`src/rtl/pi_current_reg.sv`:
```
module pi_current_reg #(
  parameter int DW = 12,
  parameter int GW = 16,
  parameter int FRAC = 8,
  parameter int OW = 8,
  parameter int OUT_MAX = 27
) (
  input  logic                 clk,
  input  logic                 rst_n,
  input  logic                 strobe_i,
  input  logic signed [DW-1:0] vgrid_i,
  input  logic signed [DW-1:0] isense_i,
  input  logic signed [GW-1:0] kref_i,
  input  logic signed [GW-1:0] kp_i,
  input  logic signed [GW-1:0] ki_i,
  output logic signed [OW-1:0] u_o,
  output logic                 valid_o
);
  localparam int RW  = DW + GW;
  localparam int EW  = RW + 1;
  localparam int PW  = EW + GW;
  localparam int SW  = PW + 1;
  localparam int IW  = OW + 2;
  localparam int LAT = 4;

  logic signed [RW-1:0] ref_prod, ref_r;
  logic signed [DW-1:0] i_r;
  logic signed [GW-1:0] kp_r, ki_r;
  logic signed [EW-1:0] err_r;
  logic signed [PW-1:0] p_prod, i_prod, p_r;
  logic signed [IW-1:0] integ_r;
  logic signed [SW-1:0] integ_sum, out_sum;
  logic                 st1, st2, st3;

  function automatic logic signed [OW-1:0] sat(input logic signed [SW-1:0] x);
    if (x > SW'(OUT_MAX))       return OW'(OUT_MAX);
    else if (x < -SW'(OUT_MAX)) return OW'(-OUT_MAX);
    else                        return OW'(x);
  endfunction

  assign ref_prod  = RW'(vgrid_i) * RW'(kref_i);
  assign p_prod    = PW'(err_r) * PW'(kp_r);
  assign i_prod    = PW'(err_r) * PW'(ki_r);
  assign integ_sum = SW'(integ_r) + SW'(i_prod >>> FRAC);
  assign out_sum   = SW'(p_r) + SW'(integ_r);

  always_ff @(posedge clk or negedge rst_n) begin
    if (!rst_n) begin
      ref_r <= '0; i_r <= '0; kp_r <= '0; ki_r <= '0;
      err_r <= '0; p_r <= '0; integ_r <= '0; u_o <= '0;
      st1 <= 1'b0; st2 <= 1'b0; st3 <= 1'b0; valid_o <= 1'b0;
    end else begin
      st1 <= strobe_i;
      st2 <= st1;
      st3 <= st2;
      valid_o <= st3;
      if (strobe_i) begin
        ref_r <= ref_prod >>> FRAC;
        i_r   <= isense_i;
        kp_r  <= kp_i;
        ki_r  <= ki_i;
      end
      if (st1) err_r <= EW'(ref_r) - EW'(i_r);
      if (st2) begin
        p_r     <= p_prod >>> FRAC;
        integ_r <= IW'(sat(integ_sum));
      end
      if (st3) u_o <= sat(out_sum);
    end
  end

  assert_latency_R5: assert property (@(posedge clk) disable iff (!rst_n)
    strobe_i |-> ##LAT valid_o);
  assert_valid_cause_R5: assert property (@(posedge clk) disable iff (!rst_n)
    valid_o |-> $past(strobe_i, LAT));
  assert_out_limit_R4: assert property (@(posedge clk) disable iff (!rst_n)
    (u_o <= OW'(OUT_MAX)) && (u_o >= OW'(-OUT_MAX)));
  assert_integ_limit_R3: assert property (@(posedge clk) disable iff (!rst_n)
    (integ_r <= IW'(OUT_MAX)) && (integ_r >= IW'(-OUT_MAX)));
  assert_hold_R6: assert property (@(posedge clk) disable iff (!rst_n)
    !$stable(u_o) |-> valid_o);
endmodule

```
`config.mk`:
```
export PLATFORM = sky130hd
export DESIGN_NAME = pi_current_reg
export DESIGN_NICKNAME = d
export VERILOG_FILES = /design/src/rtl/pi_current_reg.sv
export SDC_FILE = /design/constraint.sdc
export NUM_CORES = 2
export LEC_CHECK = 0
export BUFFER_PORTS_ARGS = -buffer_cell sky130_fd_sc_hd__clkbuf_2
export CAP_MARGIN = 20
export CORE_MARGIN = 3
export CORE_UTILIZATION = 35
export CTS_BUF_LIST = sky130_fd_sc_hd__clkbuf_8
export DETAILED_ROUTE_END_ITERATION = 6
export PLACE_DENSITY_LB_ADDON = 0.3
export SLEW_MARGIN = 20
export SYNTH_ARGS = -nofsm -noshare
export SYNTH_HDL_FRONTEND = slang
export SYNTH_SLANG_ARGS = --single-unit
```
`constraint.sdc`:
```
create_clock -name clk -period 11 [get_ports clk]
set_input_delay 1.65 -clock clk [delete_from_list [all_inputs] [get_ports clk]]
set_output_delay 1.65 -clock clk [all_outputs]
set_load 0.05 [all_outputs]
```
==> impl_metrics.py <==
metrics = {
    "outcome": {
        "status": "finished clean",
    },
    "sta": {
        "hold_viol": 0,
        "finClkSkew_ns": 0.0453,
        "layout_min_cycle_time_ns": 10.02,
        "final.setup.tns_ns": 0,
        "setup_viol": 0,
        "slew_viol_final": 0,
        "fin_crit_sh_pct": 91.1,
        "rsz0062_at_grt": "false",
        "fmaxAchievable_mhz": 99.8,
        "worstMarginPinSlew_ns": 1.12,
        "slew_headroom_pct": 25.7,
    },
    "placed_design": {
        "globalplace.congestion": 0.846,
        "dp_hpwl_um": 78800,
        "port_buffers": 83,
    },
    "route": {
        "drc": 0,
        "avgViaCountPerCell": 4.83,
        "wire_per_inst_um": 16.5,
        "ant_nets": 0,
        "drt-total-wl_um": 95200,
        "drtIter0Drc": 1578,
        "route.met3.wl_um": 4250,
        "met2_length_um": 44800,
        "drt-pass1-iter-count": 6,
        "top_layer": "met4",
        "vias": 27800,
        "m1WireLength_um": 45200,
    },
    "cells_and_area": {
        "mostFrequentLayoutCells": "inv_1, fa_1, nand2_1",
        "syn_to_final_growth_pct": 5.77,
        "drive_above_1_share_pct": 5.73,
        "num-fill-cells": 11400,
        "final_nets": 5480,
        "final_common_cell": "inv_1",
    },
    "yosys": {
        "syn_area_um2": 39300,
        "synth_xor_xnor_area_share_pct": 3.21,
        "synthAdderAreaFrac_pct": 52.9,
        "synth_compound_area_share_pct": 6.86,
        "synth_ff_type": "dfrtp_1",
        "synth_cells": 4290,
        "syn-num-nets": 5522,
        "ys_seq_area_share_pct": 8.53,
        "synth_top_area_share_pct": 42.8,
        "synth_area_leaders": "fa_1, ha_1, inv_1",
        "synth_top_area_cell": "fa_1",
        "synth_edf_count": 0,
        "async_reset_ff_share_pct": 100,
        "synth-simple-area-share_pct": 15.4,
        "yosys.cell_types.count": 78,
        "postSynthAreaPerCell_um2": 9.16,
        "ys_ff_latch": 134,
        "yosysWarningCount": 0,
        "synth_top_family_by_area": "adder cells",
        "synthMuxAreaShare_pct": 2.36,
    },
    "critical_path": {
        "cp-end-kind": "flip-flop",
        "r2r_end": "integ_r[1]$_DFFE_PN0P_",
        "timing.rr.start": "ki_r[2]$_DFFE_PN0P_",
        "worst-path-stages": 33,
        "setup.worst_path.start": "ki_r[2]$_DFFE_PN0P_",
        "critical_path_required_ns": 11.45,
        "cp.arrival_ns": 10.47,
        "crit_end": "integ_r[1]$_DFFE_PN0P_",
        "critPathLaunchType": "flip-flop",
        "cp_slowest_cell": "dfrtp_1",
        "max_stage_delay_ns": 0.91,
        "worst-r2r-setup-slack_ns": 0.98,
        "cp_top_family": "compound AO/OA/AOI/OAI gates",
        "r2r_cells": 33,
        "crit_path_frequent_cell": "fa_1",
        "critPathKind": "reg2reg",
        "cp.buffers_inverters": 3,
        "worstPathMaxFanout": 22,
    },
    "die": {
        "die_area_um2": 116000,
        "die_w_um": 341,
        "initial_utilization_pct": 35.4,
        "core-area_um2": 111000,
        "die_h_um": 341,
        "rows": 122,
        "ios": 84,
    },
    "flow_run": {
        "timing.max_cap.violations": 0,
    },
    "cts": {
        "clockBufferDepth": 2,
        "cts.sinks": 134,
        "hold_buffers": 0,
        "cts.repair.resized": 0,
        "cts_tree": "built",
        "clock-root-buffer": "clkbuf_8",
        "htree_levels": 4,
        "insertion_delay_ns": 0.58,
        "post-cts-setup-buffers": 0,
        "cts_inserted_buffers": 17,
        "path_clk_slew_ns": 0.11,
    },
    "worst_hold_path": {
        "hp-class": "reg2reg",
    },
    "grt": {
        "grt_max_degree": 84,
        "grt_pass1_vias": 29500,
        "antenna_found_initial": 4,
        "overflow": 0,
        "grt.total_usage_pct": 17.1,
        "grt_first_pass_wirelength_um": 159000,
    },
}
-- synthesized netlist by cell type (all sizes together), types with 5 or more instances --
cell type  instances
o31ai             12
dfrtp            134
mux2              78
nand2            536
and2             340
buf                6
a21o              45
a31oi             15
nand3b             6
xnor2            109
mux2i              5
or3               15
or4                5
nand3             30
and4               6
a221oi             6
nor3b              5
o22ai              6
ha               316
a21oi            119
o21ai             88
a21boi             8
and3              17
fa               841
a211o              9
nor4              11
nor2             110
a211oi            17
o211ai             6
inv              950
or2               10
xor2              35
nor2b             28
nor3              37
nand2b            51
o21bai            10
o21a              30
nand4             17
clkbuf           171
-- metal layers --
layer	track usage, %	vias to the layer above
met3	1.98	56
met4	2.72	0
li1	-	12900
met1	24.9	14300
met5	0	-
met2	27.9	516
-- stage by stage --
step | hold WS [ns] | instance area, um^2 | std cells | utilization [%] | setup WS, ns
detailed placement | 0.469 | 41200 | 5717 | 37.1 | 1.03
global placement | 0.463 | 41200 | 5717 | 37.1 | 1.24
floorplan | 0.352 | 39300 | 4290 | - | 2.36
finish | 0.488 | 41600 | 5752 | 37.4 | 0.981
global route | 0.506 | 41600 | 5750 | 37.4 | 0.325
CTS | 0.494 | 41600 | 5749 | 37.4 | 1.04
-- worst min path at each step --
| stage | from | endpoint | slack [ns] | cells past startpoint |
|---|---|---|---|---|
| floorplan | st2$_DFF_PN0_ | st3$_DFF_PN0_ | 0.35 | 0 |
| global placement | u_o[5]$_DFFE_PN0P_ | u_o[5]$_DFFE_PN0P_ | 0.46 | 1 |
| detailed placement | u_o[7]$_DFFE_PN0P_ | u_o[7]$_DFFE_PN0P_ | 0.47 | 1 |
| CTS | u_o[7]$_DFFE_PN0P_ | u_o[7]$_DFFE_PN0P_ | 0.49 | 1 |
| global route | u_o[7]$_DFFE_PN0P_ | u_o[7]$_DFFE_PN0P_ | 0.51 | 1 |
| finish | u_o[7]$_DFFE_PN0P_ | u_o[7]$_DFFE_PN0P_ | 0.49 | 1 |
-- registers in the layout, summed over array words and instances, names as in the netlist --
signal   count
p_r         29
err_r       21
ref_r       20
ki_r        16
kp_r        16
i_r         12
integ_r      8
u_o          8
st1          1
st2          1
st3          1
valid_o      1
-- logic make-up (layout without fill, tap and decap cells) --
family,Yosys count,after routing
XOR/XNOR,144,144
AND/OR/NAND/NOR,1228,1228
AO/OA/AOI/OAI,416,416
other,0,3
adder cells (fa/ha/maj),1157,1157
flip-flops,134,134
multiplexers,83,83
buffers and inverters,1128,1099
-- layout make-up --
| cell class | instances | area (um^2) | area share (%) |
|---|---|---|---|
| clock buffer | 17 | 234 | 0.563 |
| timing repair buffer | 116 | 672 | 1.62 |
| multi-input combinational | 3028 | 31700 | 76.3 |
| sequential | 134 | 3360 | 8.07 |
| antenna | 3 | 7.51 | 0.0181 |
| inverter | 951 | 3570 | 8.59 |
| tap | 1488 | 1860 | 4.48 |
| clock inverter | 15 | 158 | 0.379 |
Power is left out: the tool's default activity adds up to more than one toggle a clock period on the data nets, which glitch-free logic cannot reach.
